## config.mk

```make
export PLATFORM = sky130hd
export DESIGN_NAME = f2x_front
export DESIGN_NICKNAME = d
export VERILOG_FILES = /design/src/rtl/f2x_pkg.sv /design/src/rtl/f2x_classify.sv /design/src/rtl/f2x_resolve.sv /design/src/rtl/f2x_front.sv
export SDC_FILE = /design/constraint.sdc
export NUM_CORES = 1
export LEC_CHECK = 0
export BUFFER_PORTS_ARGS = -buffer_cell sky130_fd_sc_hd__buf_2
export CAP_MARGIN = 20
export CORE_AREA = 3 3 91 93
export DETAILED_ROUTE_END_ITERATION = 10
export DIE_AREA = 0 0 94 96
export PLACE_DENSITY = 0.87
export SLEW_MARGIN = 10
export SYNTH_ARGS = -nofsm -noshare
export SYNTH_HDL_FRONTEND = slang
export SYNTH_SLANG_ARGS = --single-unit
```

## constraint.sdc

```tcl
create_clock -name clk -period 5.8 [get_ports clk]
set_input_delay 1.16 -clock clk [delete_from_list [all_inputs] [get_ports clk]]
set_output_delay 1.16 -clock clk [all_outputs]
set_load 0.01 [all_outputs]
```

## src/rtl/f2x_pkg.sv

```systemverilog
package f2x_pkg;
  localparam int EXP_W   = 15;
  localparam int MAN_W   = 64;
  localparam int FP_W    = 1 + EXP_W + MAN_W;
  localparam int BIAS    = (1 << (EXP_W - 1)) - 1;
  localparam int EXP_TOP = (1 << EXP_W) - 1;
  localparam int SW_W    = 16;

  // control-word mask positions
  localparam int CW_IM = 0;
  localparam int CW_DM = 1;
  localparam int CW_PM = 5;

  // status-word positions
  localparam int SW_IE  = 0;
  localparam int SW_DE  = 1;
  localparam int SW_PE  = 5;
  localparam int SW_ES  = 7;
  localparam int SW_C0  = 8;
  localparam int SW_C2  = 10;
  localparam int SW_TLO = 11;
  localparam int SW_C3  = 14;
  localparam int SW_B   = 15;

  typedef enum logic [3:0] {
    CLS_ZERO,
    CLS_DENORM,
    CLS_PDENORM,
    CLS_NORMAL,
    CLS_UNNORMAL,
    CLS_INF,
    CLS_QNAN,
    CLS_SNAN,
    CLS_PNAN
  } opclass_e;

  function automatic logic fp_sign(input logic [FP_W-1:0] v);
    return v[FP_W-1];
  endfunction

  function automatic logic [EXP_W-1:0] fp_exp(input logic [FP_W-1:0] v);
    return v[MAN_W +: EXP_W];
  endfunction

  function automatic logic [MAN_W-1:0] fp_man(input logic [FP_W-1:0] v);
    return v[MAN_W-1:0];
  endfunction

  function automatic logic [FP_W-1:0] fp_pack(input logic s, input logic [EXP_W-1:0] e,
                                              input logic [MAN_W-1:0] m);
    return {s, e, m};
  endfunction

  // integer bit alone: mantissa of an exact power of two
  function automatic logic [MAN_W-1:0] man_unit();
    logic [MAN_W-1:0] m;
    m = '0;
    m[MAN_W-1] = 1'b1;
    return m;
  endfunction

  // starting status word: condition bits kept, TOP forced to 7
  function automatic logic [SW_W-1:0] sw_seed(input logic [SW_W-1:0] sw);
    logic [SW_W-1:0] r;
    r = '0;
    r[SW_C0] = sw[SW_C0];
    r[SW_C2] = sw[SW_C2];
    r[SW_C3] = sw[SW_C3];
    r[SW_TLO +: 3] = 3'b111;
    return r;
  endfunction

  function automatic logic [SW_W-1:0] sw_raise(input logic [SW_W-1:0] sw, input int pos,
                                               input logic unmasked);
    logic [SW_W-1:0] r;
    r = sw;
    r[pos] = 1'b1;
    if (unmasked) begin
      r[SW_ES] = 1'b1;
      r[SW_B]  = 1'b1;
    end
    return r;
  endfunction
endpackage

```

## src/rtl/f2x_classify.sv

```systemverilog
module f2x_classify
  import f2x_pkg::*;
#(
  parameter int SHORT_GAP = 69
) (
  input  logic [FP_W-1:0] operand,
  output opclass_e        cls,
  output logic            exp_short
);
  localparam int SHORT_LIMIT = BIAS - SHORT_GAP;

  logic [EXP_W-1:0] ex;
  logic [MAN_W-1:0] mn;
  logic             exp_zero, exp_full, int_bit, quiet_bit, frac_zero;

  assign ex        = fp_exp(operand);
  assign mn        = fp_man(operand);
  assign exp_zero  = (ex == '0);
  assign exp_full  = (ex == EXP_W'(EXP_TOP));
  assign int_bit   = mn[MAN_W-1];
  assign quiet_bit = mn[MAN_W-2];
  assign frac_zero = (mn[MAN_W-2:0] == '0);
  assign exp_short = (ex <= EXP_W'(SHORT_LIMIT));

  always_comb begin
    if (exp_zero) begin
      if (mn == '0)   cls = CLS_ZERO;
      else if (int_bit) cls = CLS_PDENORM;
      else              cls = CLS_DENORM;
    end else if (exp_full) begin
      if (!int_bit)       cls = CLS_PNAN;
      else if (frac_zero) cls = CLS_INF;
      else if (quiet_bit) cls = CLS_QNAN;
      else                cls = CLS_SNAN;
    end else begin
      cls = int_bit ? CLS_NORMAL : CLS_UNNORMAL;
    end
  end
endmodule

```

## src/rtl/f2x_resolve.sv

```systemverilog
module f2x_resolve
  import f2x_pkg::*;
(
  input  logic [FP_W-1:0] operand,
  input  opclass_e        cls,
  input  logic [SW_W-1:0] ctrl,
  input  logic [SW_W-1:0] stat,
  output logic [FP_W-1:0] res,
  output logic [SW_W-1:0] st,
  output logic            want_compute,
  output logic            was_denorm
);
  logic             sg;
  logic [EXP_W-1:0] ex;
  logic [MAN_W-1:0] mn;
  logic [FP_W-1:0]  indefinite;
  logic [FP_W-1:0]  minus_one;
  logic             exact_one;

  assign sg         = fp_sign(operand);
  assign ex         = fp_exp(operand);
  assign mn         = fp_man(operand);
  assign indefinite = fp_pack(1'b1, EXP_W'(EXP_TOP), {2'b11, {(MAN_W-2){1'b0}}});
  assign minus_one  = fp_pack(1'b1, EXP_W'(BIAS), man_unit());
  assign exact_one  = (ex == EXP_W'(BIAS)) && (mn == man_unit());

  always_comb begin
    res          = operand;
    st           = sw_seed(stat);
    want_compute = 1'b0;
    was_denorm   = 1'b0;
    unique case (cls)
      CLS_NORMAL: begin
        if (ex < EXP_W'(BIAS)) begin
          want_compute = 1'b1;
        end else begin
          if (exact_one) res = fp_pack(sg, EXP_W'(BIAS) - EXP_W'(sg), man_unit());
          st = sw_raise(st, SW_PE, !ctrl[CW_PM]);
        end
      end
      CLS_INF: begin
        if (sg) res = minus_one;
      end
      CLS_DENORM, CLS_PDENORM: begin
        st[SW_DE] = 1'b1;
        if (ctrl[CW_DM]) begin
          want_compute = 1'b1;
          was_denorm   = 1'b1;
        end else begin
          st = sw_raise(st, SW_DE, 1'b1);
        end
      end
      CLS_UNNORMAL, CLS_PNAN: begin
        if (ctrl[CW_IM]) res = indefinite;
        st = sw_raise(st, SW_IE, !ctrl[CW_IM]);
      end
      CLS_SNAN: begin
        if (ctrl[CW_IM]) res[MAN_W-2] = 1'b1;
        st = sw_raise(st, SW_IE, !ctrl[CW_IM]);
      end
      default: begin
        // zero and quiet NaN (indefinite included) pass through untouched
      end
    endcase
  end
endmodule

```

## src/rtl/f2x_front.sv

```systemverilog
module f2x_front
  import f2x_pkg::*;
#(
  parameter int SHORT_GAP = 69
) (
  input  logic              clk,
  input  logic              rst_n,
  input  logic              in_valid,
  input  logic [FP_W-1:0]   in_operand,
  input  logic [SW_W-1:0]   in_ctrl,
  input  logic [SW_W-1:0]   in_status,
  output logic              out_valid,
  output logic [FP_W-1:0]   out_result,
  output logic [SW_W-1:0]   out_status,
  output logic              cmp_req,
  output logic              cmp_denorm,
  output logic              cmp_short
);
  opclass_e        cls;
  logic            exp_short;
  logic [FP_W-1:0] res_d;
  logic [SW_W-1:0] st_d;
  logic            want_compute, was_denorm;
  logic            dir_fire, cmp_fire, any_out;

  f2x_classify #(.SHORT_GAP(SHORT_GAP)) u_cls (
    .operand   (in_operand),
    .cls       (cls),
    .exp_short (exp_short)
  );

  f2x_resolve u_res (
    .operand      (in_operand),
    .cls          (cls),
    .ctrl         (in_ctrl),
    .stat         (in_status),
    .res          (res_d),
    .st           (st_d),
    .want_compute (want_compute),
    .was_denorm   (was_denorm)
  );

  assign dir_fire = in_valid && !want_compute;
  assign cmp_fire = in_valid && want_compute;

  always_ff @(posedge clk) begin
    if (!rst_n) begin
      out_valid  <= 1'b0;
      cmp_req    <= 1'b0;
      cmp_denorm <= 1'b0;
      cmp_short  <= 1'b0;
      out_result <= '0;
      out_status <= '0;
    end else begin
      out_valid  <= dir_fire;
      cmp_req    <= cmp_fire;
      cmp_denorm <= cmp_fire && was_denorm;
      cmp_short  <= cmp_fire && exp_short;
      if (in_valid) begin
        out_result <= res_d;
        out_status <= st_d;
      end
    end
  end

  assign any_out = out_valid || cmp_req;

  AST_ONE_OWNER: assert property (@(posedge clk) disable iff (!rst_n)
    !(out_valid && cmp_req));
  AST_ONE_CYCLE: assert property (@(posedge clk) disable iff (!rst_n)
    in_valid |=> any_out);
  AST_QUIET_IDLE: assert property (@(posedge clk) disable iff (!rst_n)
    !in_valid |=> !any_out);
  AST_TOP_SEVEN: assert property (@(posedge clk) disable iff (!rst_n)
    any_out |-> (out_status[SW_TLO +: 3] == 3'b111));
  AST_EXC_PAIR: assert property (@(posedge clk) disable iff (!rst_n)
    any_out |-> (out_status[SW_ES] == out_status[SW_B]));
  AST_REQ_CLEAN: assert property (@(posedge clk) disable iff (!rst_n)
    cmp_req |-> (!out_status[SW_IE] && !out_status[SW_PE] && !out_status[SW_ES]));
  AST_DENORM_DE: assert property (@(posedge clk) disable iff (!rst_n)
    cmp_denorm |-> (cmp_req && out_status[SW_DE]));
  AST_SHORT_REQ: assert property (@(posedge clk) disable iff (!rst_n)
    cmp_short |-> cmp_req);
endmodule

```

==> results.md, run 1 <==
Synthesis:
- The mapped netlist covers 3388 sq um.
- The main flop type after synthesis is dfxtp_1.
- The post-synthesis sequential area ratio is 54.36%.
- The Yosys step of the flow raised 0 warnings.
- In this run, synthesis inferred 0 flip-flops with an integrated enable.
- The async set or reset register ratio after synthesis is 0%.
- The number of distinct standard cells referenced by the synthesized netlist is 45.
- The synthesized area divided by synthesized cell count is 11.22 sq um.
- Synthesis handed over a netlist of 302 instances.
- The synthesized design contains 92 register bits.

Clocking:
- The CTS tree is yes.
- CTS built an H-tree with a depth of 3.
- The tree is rooted in a clkbuf_8.
- In this run the deepest clock path goes through 2 buffers.
- The later pin in the worst-skew pair is clocked with a latency of 350 ps.
- The clock net in this run drives a total of 92 sinks.
- In this run, post-CTS repair resized a total of 0 instances.
- The total of hold buffers inserted after clock tree synthesis is 0.
- After clock tree synthesis, the setup repair step added 0 buffers.
- The clock-pin slew on the worst setup and hold paths is 90 ps.
- The clock buffer count from CTS is 9.

Detailed routing:
- The per-cell routed wire length is 16.45 um.
- The total wirelength of the detailed-routed design is 9558 um.
- For this block, wires on met1 add up to 4079 um.
- In the detailed route, the total length drawn on met2 is 4466 um.
- The number of remaining DRC errors is 0.
- After detailed routing, the met3 layer carries 875 um of wire.
- The via count is 3,178.
- Using the TritonRoute via totals, the vias-per-cell ratio works out to 5.470.
- For this block, the initial DRC count from the detailed router was 81.
- The number of nets still failing antenna checks after routing is 0.
- For this run, the detailed router's first-pass iteration total came to 4.
- After detailed routing, no signal wire sits above met4.

GRT:
- The number of global-route vias before repair is 3,001.
- Across every metal layer, demand over resource in global routing totals 20.42%.
- The final global-route overflow total is 0.
- The largest net degree at the start of global routing is 47.
- The first-pass GRT wire length is 14,530 um.
- The initial antenna violation count is 0.

STA:
- The slew at the pin closest to its max-slew limit is 792.6 ps.
- Setup repair after global routing left no endpoint under its margin.
- Headroom to the max-slew limit came out at 47.04%.
- The minimum clock period after layout is 3766 ps.
- Final hold analysis gives a worst-case slack of 469.5 ps.
- The aggregate negative setup slack is 0 ps.
- The number of max-slew violations in the final report is 0.
- After layout, the worst path uses 64.93% of the clock period.
- The count of final hold-check violations was 0.
- The worst path meets setup with 2034 ps of slack.
- The maximum achievable frequency is 265.5 MHz.
- Setup violations remaining at the end of the flow were counted as 0.
- The worst clock skew is 0 ps.

Setup path:
- Data on the critical path arrives at its endpoint at 4060 ps.
- The worst setup path is launched from an input pin.
- The family with the most delay on the worst path is simple AND/OR/NAND/NOR gates.
- The delay of the slowest cell on the worst path is 640 ps.
- The largest individual stage delay along the critical path comes from the cell nor2_4.
- Counting both buffers and inverters, the worst setup path holds a total of 2.
- The kind of critical path is input pin to flip-flop.
- The signal on the critical path passes through buf_2 > nand4_1 > nor4_2 > ha_1 > xnor2_1 > nor4b_4 > nor2_4 > buf_4 > a22o_1.
- The worst-path maximum fanout is 32.
- Data on the critical path is required at its endpoint by 6090 ps.
- The worst setup path is captured at a flip-flop.

Finish:
- The multi-input combinational cell area is 1408 sq um.
- The final layout net count is 590.
- The core utilization of the finished layout is 59.56%.
- The top cell types in the final layout, fill and taps aside, are buf_2, dfxtp_1, a22o_1.
- The area occupied by registers is 1842 sq um.
- The fraction of final layout cells with drive strength greater than 1 is 44.89%.
- The post-synthesis to final-layout area growth is 33.72%.
- The leading cell type in the layout, fill and taps excluded is buf_2.
- After filler insertion, the fill cell instance count of the layout stands at 643.
- The repair_antennas step left the layout with diodes totalling 0.

Outcome:
- The run finished with clean final reports.

Placed design:
- The congestion estimate from routability-driven global placement came to 0.7956.
- Detailed placement ended at an HPWL of 7189 um.
- The worst slack at placement is 1673 ps.
- The number of port buffers is 183.

Floorplanning:
- The full die area is 9024 sq um.
- The initial utilization of the core area, before any placement, comes to 44.54%.
- The y dimension of the die is 96 um.
- Row generation in the floorplan step produced 32 rows.
- The number of top-level pins is 215.
- The standard cell core area is 7607 sq um.
- From left edge to right edge, the die measures 94 um.

Run:
- The max-cap violation count is 0.

Worst hold path:
- The worst min-delay path class is flip-flop to flip-flop.

Power:
- Total power for the finished layout comes to 0.001310 W.
- The worst-case IR drop observed on VDD is 0.0001316 V.
- The static power due to leakage is 2.204 nW.
- Power spread over the standard cell area amounts to 289.2 nW/um^2.
## worst register-to-register path: cells and delay by family, from the launching register on
family	cells	cell delay, ps
AO/OA/AOI/OAI	2	280
flip-flops	1	340
## routing by layer
layer	global-route usage (%)	vias to the layer above
li1	-	1524
met2	33.65	147
met3	6.880	13
met5	0	-
met1	25.02	1494
met4	7.100	0
## synthesized netlist by cell type, types with 3 or more instances
master / number / share of area (%)
inv_1: 5 / 0.55
nor4_1: 19 / 3.5
mux2i_1: 3 / 0.89
nand4_1: 9 / 1.7
o221a_1: 9 / 3.0
a22o_1: 62 / 16
nor2b_1: 5 / 0.92
nand2_1: 6 / 0.66
o21ai_0: 6 / 0.89
buf_2: 6 / 0.89
a21oi_1: 8 / 1.2
clkbuf_1: 12 / 1.3
o22ai_1: 3 / 0.55
nand2b_1: 5 / 0.92
nor3_1: 3 / 0.44
o221a_2: 4 / 1.3
buf_4: 8 / 1.8
nor2_1: 8 / 0.89
dfxtp_1: 92 / 54
nand3_1: 4 / 0.59
## cells by family (layout without fill, tap and decap cells)
| logic type | after synthesis | after routing | synth area share, % |
|---|---|---|---|
| AO/OA/AOI/OAI | 105 | 105 | 26.74 |
| XOR/XNOR | 1 | 1 | 0.2585 |
| AND/OR/NAND/NOR | 66 | 66 | 12.30 |
| other | 1 | 5 | 0.1107 |
| multiplexers | 3 | 3 | 0.8863 |
| adder cells (fa/ha/maj) | 1 | 1 | 0.3692 |
| flip-flops | 92 | 92 | 54.36 |
| buffers and inverters | 33 | 206 | 4.985 |
## area by class of cell
type	count	area share [%]
Multi-Input combinational cell	181	31.07
Tap cell	102	2.817
Clock inverter	7	1.767
Sequential cell	92	40.65
Clock buffer	9	2.734
Timing Repair Buffer	185	20.55
Inverter	5	0.4142
## report_power, final
group	leakage [nW]	internal, W	switching (W)
clock	0.0973	0.000205	0.000236
sequential	0.759	0.000669	0.0000183
combinational	1.35	0.0000821	0.0000989
## metrics by stage
step,instances,area [sq um]
after detailed placement,565,4327
after global placement,565,4327
after floorplan,306,3403
final,581,4531
after CTS,581,4531
after global routing,581,4531
## sequential cells by signal (all words and copies together) (netlist names)
name        count
cmp_req         1
cmp_short       1
out_result     80
out_valid       1
cmp_denorm      1
out_status      8
## final timing paths
| check | end | from | slack [ps] | depth (start not counted) |
|---|---|---|---|---|
| hold reg to reg | out_status[1]$_SDFFE_PN0P_ | out_status[1]$_SDFFE_PN0P_ | 470 | 2 |
| hold / removal | out_status[1]$_SDFFE_PN0P_ | out_status[1]$_SDFFE_PN0P_ | 470 | 2 |
| setup / recovery | out_result[41]$_SDFFE_PN0P_ | in_operand[76] | 2030 | 9 |
| setup reg to reg | out_status[7]$_SDFFE_PN0P_ | out_status[7]$_SDFFE_PN0P_ | 5060 | 2 |
Note: power is estimated with default switching activity, not from simulation.
==> inputs of run 2 (changes only) <==
--- a/config.mk
+++ b/config.mk
@@ -7,10 +7,10 @@
 export LEC_CHECK = 0
 export BUFFER_PORTS_ARGS = -buffer_cell sky130_fd_sc_hd__buf_2
 export CAP_MARGIN = 20
-export CORE_AREA = 3 3 91 93
+export CORE_AREA = 3 3 99 101
 export DETAILED_ROUTE_END_ITERATION = 10
-export DIE_AREA = 0 0 94 96
-export PLACE_DENSITY = 0.87
+export DIE_AREA = 0 0 102 104
+export PLACE_DENSITY = 0.78
 export SLEW_MARGIN = 10
 export SYNTH_ARGS = -nofsm -noshare
 export SYNTH_HDL_FRONTEND = slang
==> constraint.sdc (replaced) <==
create_clock -name clk -period 3.3 [get_ports clk]
set_input_delay 0.66 -clock clk [delete_from_list [all_inputs] [get_ports clk]]
set_output_delay 0.66 -clock clk [all_outputs]
set_load 0.01 [all_outputs]
==> run 2 against run 1 <==
Design area grew 1.8%. Final cell count grew 2.2%. Worst hold slack gained 0.75 ps. Power grew 83%. Setup slack lost 1500 ps. Critical path type unchanged. Largest power group unchanged.
==> results.md, run 2 (synthesis gave the netlist of run 1 again) <==
GRT:
- The first-pass GRT wire length was 15,160 um (+4.3%).
- The final global-route overflow total was 0 (unchanged).
- The global routing met1 resource utilization is 19.85% (-5.2 points).
- The global routing stage identified its most utilized layer as met2.
- The global routing met2 resource utilization is 31.24% (-2.4 points).
- The overall track demand over capacity in global routing is 17.69% (-2.7 points).
- The largest net degree at the start of global routing came to 66 (+40%).
- The number of global-route vias before repair is 3,110 (+3.6%).
- The initial antenna violation count is 0 (unchanged).
- The met3 track demand over resource was 6.573% (-0.31 points).

Worst hold path:
- The worst min-delay path class is flip-flop to flip-flop.

Floorplanning:
- The number of placement rows was 35 (+9.4%).
- The number of top-level pins is 215 (unchanged).
- The standard cell core area is 9109 sq um (+20%).
- The full die area is 10,610 sq um (+18%).
- The y dimension of the die was 104 um (+8.3%).
- The starting utilization of the core area is 37.20% (-7.3 points).
- The die width came to 102 um (+8.5%).

Clocking:
- TritonCTS built the clock tree.
- The post-cts repair resize count is 0 (unchanged).
- The number of H-tree branching levels is 3 (unchanged).
- The root buffer selected by CTS is clkbuf_8.
- The clock buffer count from CTS is 9 (unchanged).
- The number of buffers on the longest clock path is 2 (unchanged).
- The total of hold buffers inserted after clock tree synthesis is 0 (unchanged).
- The later-pin clock latency in the skew report is 350 ps (about the same).
- The clock sink count is 92 (unchanged).
- The buffers inserted during post-CTS setup optimization is 0 (unchanged).
- The clock-pin slew on the worst setup and hold paths was 100 ps (about the same).

Finish:
- The multi-input combinational cell area is 1408 sq um (unchanged).
- The layout filler cell count is 846 (+32%).
- The flip-flop count of the largest register, all copies and words added is 80 (unchanged).
- Counting flops per register, the top entry is out_result.
- The number of inserted diodes came to 0 (unchanged).
- The filler-free cell count of the finished design is 594 (+2.2%).
- Leaving out fill and tap cells, the most frequent cell in the layout is buf_2.
- The post-synthesis to final-layout area growth is 36.08%.
- The area occupied by registers is 1842 sq um (unchanged).
- The largest registers in the layout are out_result x80, out_status x8.
- The fraction of final layout cells with drive strength greater than 1 came to 45.34% (+0.46 points).
- The final layout net count is 594 (+0.68%).
- Leaving out fill and tap cells, the most frequent cells in the layout are buf_2, dfxtp_1, a22o_1.

Power:
- The clock network power share is 36.0% (+2.3 points).
- The combinational share of power is 13.5% (-0.3 points).
- The total power draw was 0.002394 W (+83%).
- The static power due to leakage is 2.247 nW (+2.0%).
- The power spent charging and discharging nets was 0.0006275 W (+78%).
- The power share of the sequential group is 50.5% (-2.0 points).
- The total power density per cell area is 519.1 nW/um^2 (+80%).
- The cell-internal power is 0.001766 W (+85%).
- The maximum resistive drop on vdd is 0.0002491 V (+89%).
- The proportion of total power due to net switching is 26.22% (-0.76 points).

Setup path:
- The required time of the worst setup path came to 3590 ps (-2500 ps).
- The kind of critical path is input pin to flip-flop.
- The critical path capture point type is a flip-flop.
- The data arrival time of the critical path is 3060 ps (-1000 ps).
- The worst-path maximum fanout is 41 (+28%).
- STA classifies the critical path startpoint as an input pin.

STA:
- The aggregate negative setup slack was 0 ps (unchanged).
- The number of max-slew violations in the final report is 0 (unchanged).
- Setup repair after global routing left no endpoint under its margin.
- The total setup violations reported at the end of the flow was 0 (unchanged).
- The slew at the pin closest to its max-slew limit was 679.1 ps (-113.5 ps).
- The count of final hold-check violations is 0 (unchanged).
- The minimum clock period after layout is 2764 ps.
- The normalized max-slew margin is 54.73% (+7.7 points).
- The ratio of final minimum period to clock period is 83.76%.
- The worst clock skew is 0 ps (unchanged).
- Timing would allow up to 361.8 MHz.
- The worst hold slack came to 470.2 ps (+0.7520 ps).
- The setup slack after layout is 535.8 ps (-1498 ps).

Detailed routing:
- The iteration count of the initial detailed-routing pass is 4 (unchanged).
- The total wirelength of the detailed-routed design is 9926 um (+3.9%).
- The per-cell routed wire length is 16.71 um (+1.6%).
- The via count is 3,220 (+1.3%).
- The number of nets still failing antenna checks after routing is 0 (unchanged).
- The via density per instance came to 5.421 (-0.90%).
- The number of remaining DRC errors is 0 (unchanged).
- The violation count after the first detailed-routing iteration is 85 (+4.9%).

Placed design:
- The number of port buffers came to 183 (unchanged).
- The cell count after placement is 578 (+2.3%).
- The routability congestion estimate is 0.8642 (+8.6%).
- The worst slack at placement is 165.4 ps (-1507 ps).
- The post-detailed-placement half-perimeter wirelength came to 7533 um (+4.8%).

Run:
- The max-cap violation count came to 0 (unchanged).

Outcome:
- The run finished with clean final reports.
==> run 2: cell types whose count changed in the layout (fill, tap and decap cells not counted), sizes merged <==
cell and change:
bufinv +1, buf +4, clkinv +1, clkinvlp -2
==> run 2: layout make-up <==
class	instances	area share, %
Sequential cell	92	39.95
Multi-Input combinational cell	181	30.53
Timing Repair Buffer	189	21.11
Tap cell	111	3.012
Clock buffer	9	2.687
Clock inverter	7	2.307
Inverter	5	0.4071
==> run 2: layer usage <==
metal,share of wire (%),up-vias
met4,1.4,0
met1,41,1524
met5,0,-
met2,49,155
li1,-,1528
met3,9.2,13
==> run 2: worst paths after layout <==
path / startpoint / to / slack [ps] / cells after the start
max: in_operand[77] / out_result[27]$_SDFFE_PN0P_ / 540 / 9
min: out_status[1]$_SDFFE_PN0P_ / out_status[1]$_SDFFE_PN0P_ / 470 / 2
min reg2reg: out_status[1]$_SDFFE_PN0P_ / out_status[1]$_SDFFE_PN0P_ / 470 / 2
max reg2reg: out_status[7]$_SDFFE_PN0P_ / out_status[7]$_SDFFE_PN0P_ / 2590 / 2
==> run 2: power groups by stage <==
stage	Sequential [W]	Clock (W)	Combinational [W]
after floorplan	0.00127	0	0.000126
after global placement	0.00123	0	0.000316
after detailed placement	0.00123	0	0.000324
after CTS	0.00121	0.000888	0.000325
after global routing	0.00122	0.000934	0.000351
final	0.00121	0.000862	0.000323
==> run 2: worst max-delay path: stages <==
cell and delay, ps:
buf_2 100, nand4_1 200, nor4_2 390, ha_1 330, xnor2_1 310, nor4b_4 120
nor2_4 470, buf_12 280, a22o_1 170
==> run 2: stage by stage <==
| stage | instance area, sq um | utilization, % |
|---|---|---|
| after floorplan | 3403 | - |
| after global placement | 4380 | 48.09 |
| after detailed placement | 4380 | 48.09 |
| after CTS | 4611 | 50.62 |
| after global routing | 4611 | 50.62 |
| final | 4611 | 50.62 |
==> inputs of run 3 (changes only) <==
--- a/config.mk
+++ b/config.mk
@@ -5,12 +5,13 @@
 export SDC_FILE = /design/constraint.sdc
 export NUM_CORES = 1
 export LEC_CHECK = 0
+export ABC_AREA = 1
 export BUFFER_PORTS_ARGS = -buffer_cell sky130_fd_sc_hd__buf_2
 export CAP_MARGIN = 20
-export CORE_AREA = 3 3 99 101
+export CORE_AREA = 3 3 109 111
 export DETAILED_ROUTE_END_ITERATION = 10
-export DIE_AREA = 0 0 102 104
-export PLACE_DENSITY = 0.78
+export DIE_AREA = 0 0 112 114
+export PLACE_DENSITY = 0.79
 export SLEW_MARGIN = 10
 export SYNTH_ARGS = -nofsm -noshare
 export SYNTH_HDL_FRONTEND = slang
==> constraint.sdc (replaced) <==
create_clock -name clk -period 2.4 [get_ports clk]
set_input_delay 0.48 -clock clk [delete_from_list [all_inputs] [get_ports clk]]
set_output_delay 0.48 -clock clk [all_outputs]
set_load 0.01 [all_outputs]
==> run 3 against run 2 <==
Count of clock-buffer cells in the layout increased by 2. Global-route usage increased by 0.89 points. Setup slack got worse by 190 ps.
==> results.md, run 3 <==
Detailed routing:
- The via count is 4,440 (+38%).
- The number of remaining DRC errors is 0 (unchanged).
- The violation count after the first detailed-routing iteration came to 392 (+360%).
- The number of nets still failing antenna checks after routing is 0 (unchanged).
- The iteration count of the initial detailed-routing pass is 4 (unchanged).
- The per-cell routed wire length was 12.72 um (-24%).
- The total wirelength of the detailed-routed design is 11,970 um (+21%).
- The via density per instance is 4.718 (-13%).

Setup path:
- STA classifies the critical path startpoint as an input pin.
- The delay of the slowest cell on the worst path is 220 ps (-250 ps).
- The data arrival time of the critical path is 2300 ps (-760 ps).
- The critical path is of the input pin to flip-flop type.
- The number of buffer and inverter instances along the worst setup path is 5 (+3).
- The worst setup path is captured at a flip-flop.
- The required time of the worst setup path was 2650 ps (-940 ps).
- The family with the most delay on the worst path is simple AND/OR/NAND/NOR gates.
- The worst-path maximum fanout is 11 (-73%).
- The critical path goes through buf_2 > inv_1 > nand2_1 > nor2_1 > nand2_1 > nor2_2 > nand3_2 > nand2_2 > inv_2 > nand3_4 > inv_2 > nand2_2 > nand3_4 > nand2_8 > buf_4 > o21ai_2.
- The slowest stage cell on the critical path is nor2_2.

Synthesis:
- The number of enable-type register cells in the synthesized netlist is 0 (unchanged).
- The number of cells produced by synthesis is 602 (+99%).
- The count of synthesis-stage warnings from yosys is 0 (unchanged).
- The cell area after synthesis came to 4554 sq um (+34%).
- nand2_1 is the most common cell in the netlist.
- By count the netlist is led by nand2_1, dfxtp_1, nor2_1, o21ai_2, nand3_1.
- The post-synthesis sequential area ratio is 40.44% (-14 points).
- The number of distinct standard cells referenced by the synthesized netlist is 37 (-18%).
- The number of storage elements in the synthesis netlist was 92 (unchanged).
- By area the synthesized netlist is led by dfxtp_1, nand2_1, o21ai_2.
- The synthesized area divided by synthesized cell count is 7.565 sq um (-33%).
- The async set or reset register ratio after synthesis is 0% (unchanged).
- The main flop type after synthesis is dfxtp_1.
- The biggest area contributor in the post-synthesis netlist is dfxtp_1.
- The area fraction of the dominant cell type after synthesis is 40.44% (-14 points).

Finish:
- The core utilization of the finished layout is 53.79% (+3.2 points).
- The library cells used most frequently in the layout, excluding fill and tap cells, are nand2_1, buf_2, dfxtp_1.
- The flip-flop count of the largest register, all copies and words added is 80 (unchanged).
- The largest registers in the layout are out_result x80, out_status x8.
- out_result holds more flip-flops than any other register.
- The filler-free cell count of the finished design came to 941 (+58%).
- The area occupied by registers came to 1842 sq um (unchanged).
- The final layout net count is 913 (+54%).
- The fraction of final layout cells with drive strength greater than 1 is 40.82% (-4.5 points).
- Relative to the synthesized area, the layout overhead comes to 28.60%.
- The layout filler cell count came to 1,066 (+26%).
- The design area is 5857 sq um (+27%).
- The number of inserted diodes is 0 (unchanged).
- The multi-input combinational cell area was 2333 sq um (+66%).
- The leading cell type in the layout, fill and taps excluded is nand2_1.

Clocking:
- The number of buffers on the longest clock path was 2 (unchanged).
- The clock buffer count from CTS is 9 (unchanged).
- The total of hold buffers inserted after clock tree synthesis was 0 (unchanged).
- The later-pin clock latency in the skew report came to 350 ps (about the same).
- The number of H-tree branching levels is 3 (unchanged).
- The clock sink count is 92 (unchanged).
- The clock-pin slew on the worst setup and hold paths came to 90 ps (about the same).
- The CTS tree is yes.
- The buffers inserted during post-CTS setup optimization is 0 (unchanged).
- The root buffer selected by CTS is clkbuf_8.
- The post-cts repair resize count is 0 (unchanged).

Power:
- The total power draw is 0.003258 W (+36%).
- The combinational share of power is 19.8% (+6.3 points).
- The cell-internal power is 0.002296 W (+30%).
- The proportion of total power due to net switching is 29.55% (+3.3 points).
- The total power density per cell area is 556.3 nW/um^2 (+7.2%).
- The power share of the sequential group came to 51.0% (+0.5 points).
- The static power due to leakage is 2.905 nW (+29%).
- The power spent charging and discharging nets is 0.0009627 W (+53%).
- The maximum resistive drop on vdd came to 0.0002706 V (+8.6%).
- The clock network power share is 29.2% (-6.8 points).

Floorplanning:
- The number of top-level pins was 215 (unchanged).
- The y dimension of the die came to 114 um (+9.6%).
- The full die area is 12,770 sq um (+20%).
- The starting utilization of the core area is 41.83% (+4.6 points).
- The standard cell core area is 10,890 sq um (+20%).
- The number of placement rows is 38 (+8.6%).
- The die width is 112 um (+9.8%).

STA:
- Setup repair after global routing left no endpoint under its margin.
- The total setup violations reported at the end of the flow is 0 (unchanged).
- The count of final hold-check violations is 0 (unchanged).
- The ratio of final minimum period to clock period is 85.48%.
- The maximum achievable frequency is 487.4 MHz.
- The number of max-slew violations in the final report is 0 (unchanged).
- The setup slack after layout was 348.4 ps (-187.4 ps).
- The worst clock skew is 0 ps (unchanged).
- The minimum clock period after layout is 2052 ps.

Placed design:
- The post-detailed-placement half-perimeter wirelength is 9124 um (+21%).
- The cell count after placement was 926 (+60%).
- The routability congestion estimate is 0.8653 (+0.13%).
- The number of port buffers was 183 (unchanged).
- The instance area after placement is 5682 sq um (+30%).
- The worst slack at placement came to -7.750 ps (-173.1 ps).

GRT:
- The first-pass GRT wire length is 19,340 um (+28%).
- The number of global-route vias before repair is 3,996 (+28%).
- The final global-route overflow total is 0 (unchanged).
- The initial antenna violation count is 1 (+1).
- The overall track demand over capacity in global routing is 18.58% (+0.89 points).
- The largest net degree at the start of global routing is 56 (-15%).

Run:
- The max-cap violation count is 0 (unchanged).

Worst hold path:
- In this run the worst hold path is classified as input pin to flip-flop.

Outcome:
- The run finished with clean final reports.
[run 3: per-stage QoR]
step	setup TNS, ps	hold WS [ps]
detailed placement	-11.64	433.8
finish	0	350.8
floorplan	0	476.1
CTS	0	326.1
global route	0	326.5
global placement	0	432.1
[run 3: cells by family (layout without fill, tap and decap cells)]
kind of cell    Yosys count  count (layout)  share of synthesized area (%)
simple gates            347             347                          33.85
compound gates           93              93                          16.54
flops                    92              92                          40.44
buf+inv                  68             263                          8.819
fa+ha+maj                 1               1                         0.2747
other cells               1               5                        0.08234
[run 3: worst reg2reg max path, stage by stage, from the launching register on]
cell	delay, ps
dfxtp_1	340
nor3b_1	180
o21bai_1	120
[run 3: power groups by stage]
stage	clock (W)	combinational (W)	sequential [W]
4_1_cts	0.000997	0.000651	0.00166
5_1_grt	0.00106	0.000716	0.00167
2_1_floorplan	0	0.000347	0.00174
3_3_place_gp	0	0.000645	0.00169
3_5_place_dp	0	0.000650	0.00170
6_report	0.000951	0.000646	0.00166
[run 3: routing by layer]
layer	global-route usage, %	vias to the layer above	share of wire [%]	wire length [um]
li1	-	2313	-	-
met1	24.57	1957	45	5440
met2	29.58	146	46	5470
met3	4.244	22	6.6	791
met4	7.372	2	2.1	253
met5	0	-	0.12	14
[run 3: worst paths after layout]
check	to	startpoint	cells past startpoint	slack [ps]
worst max-delay path	out_result[28]$_SDFFE_PN0P_	in_operand[62]	16	350
worst min-delay path	out_status[8]$_SDFFE_PN0P_	in_status[8]	2	350
worst min register to register	out_result[68]$_SDFFE_PN0P_	out_result[68]$_SDFFE_PN0P_	2	450
worst max register to register	out_result[62]$_SDFFE_PN0P_	out_result[62]$_SDFFE_PN0P_	2	1700
[run 3: area by class of cell]
class | instances | area share (%)
inverter | 30 | 1.965
clock inverter | 4 | 0.5768
clock buffer | 11 | 2.414
timing repair buffer | 218 | 20.76
sequential | 92 | 31.45
tap | 140 | 2.991
multi-input combinational | 446 | 39.84
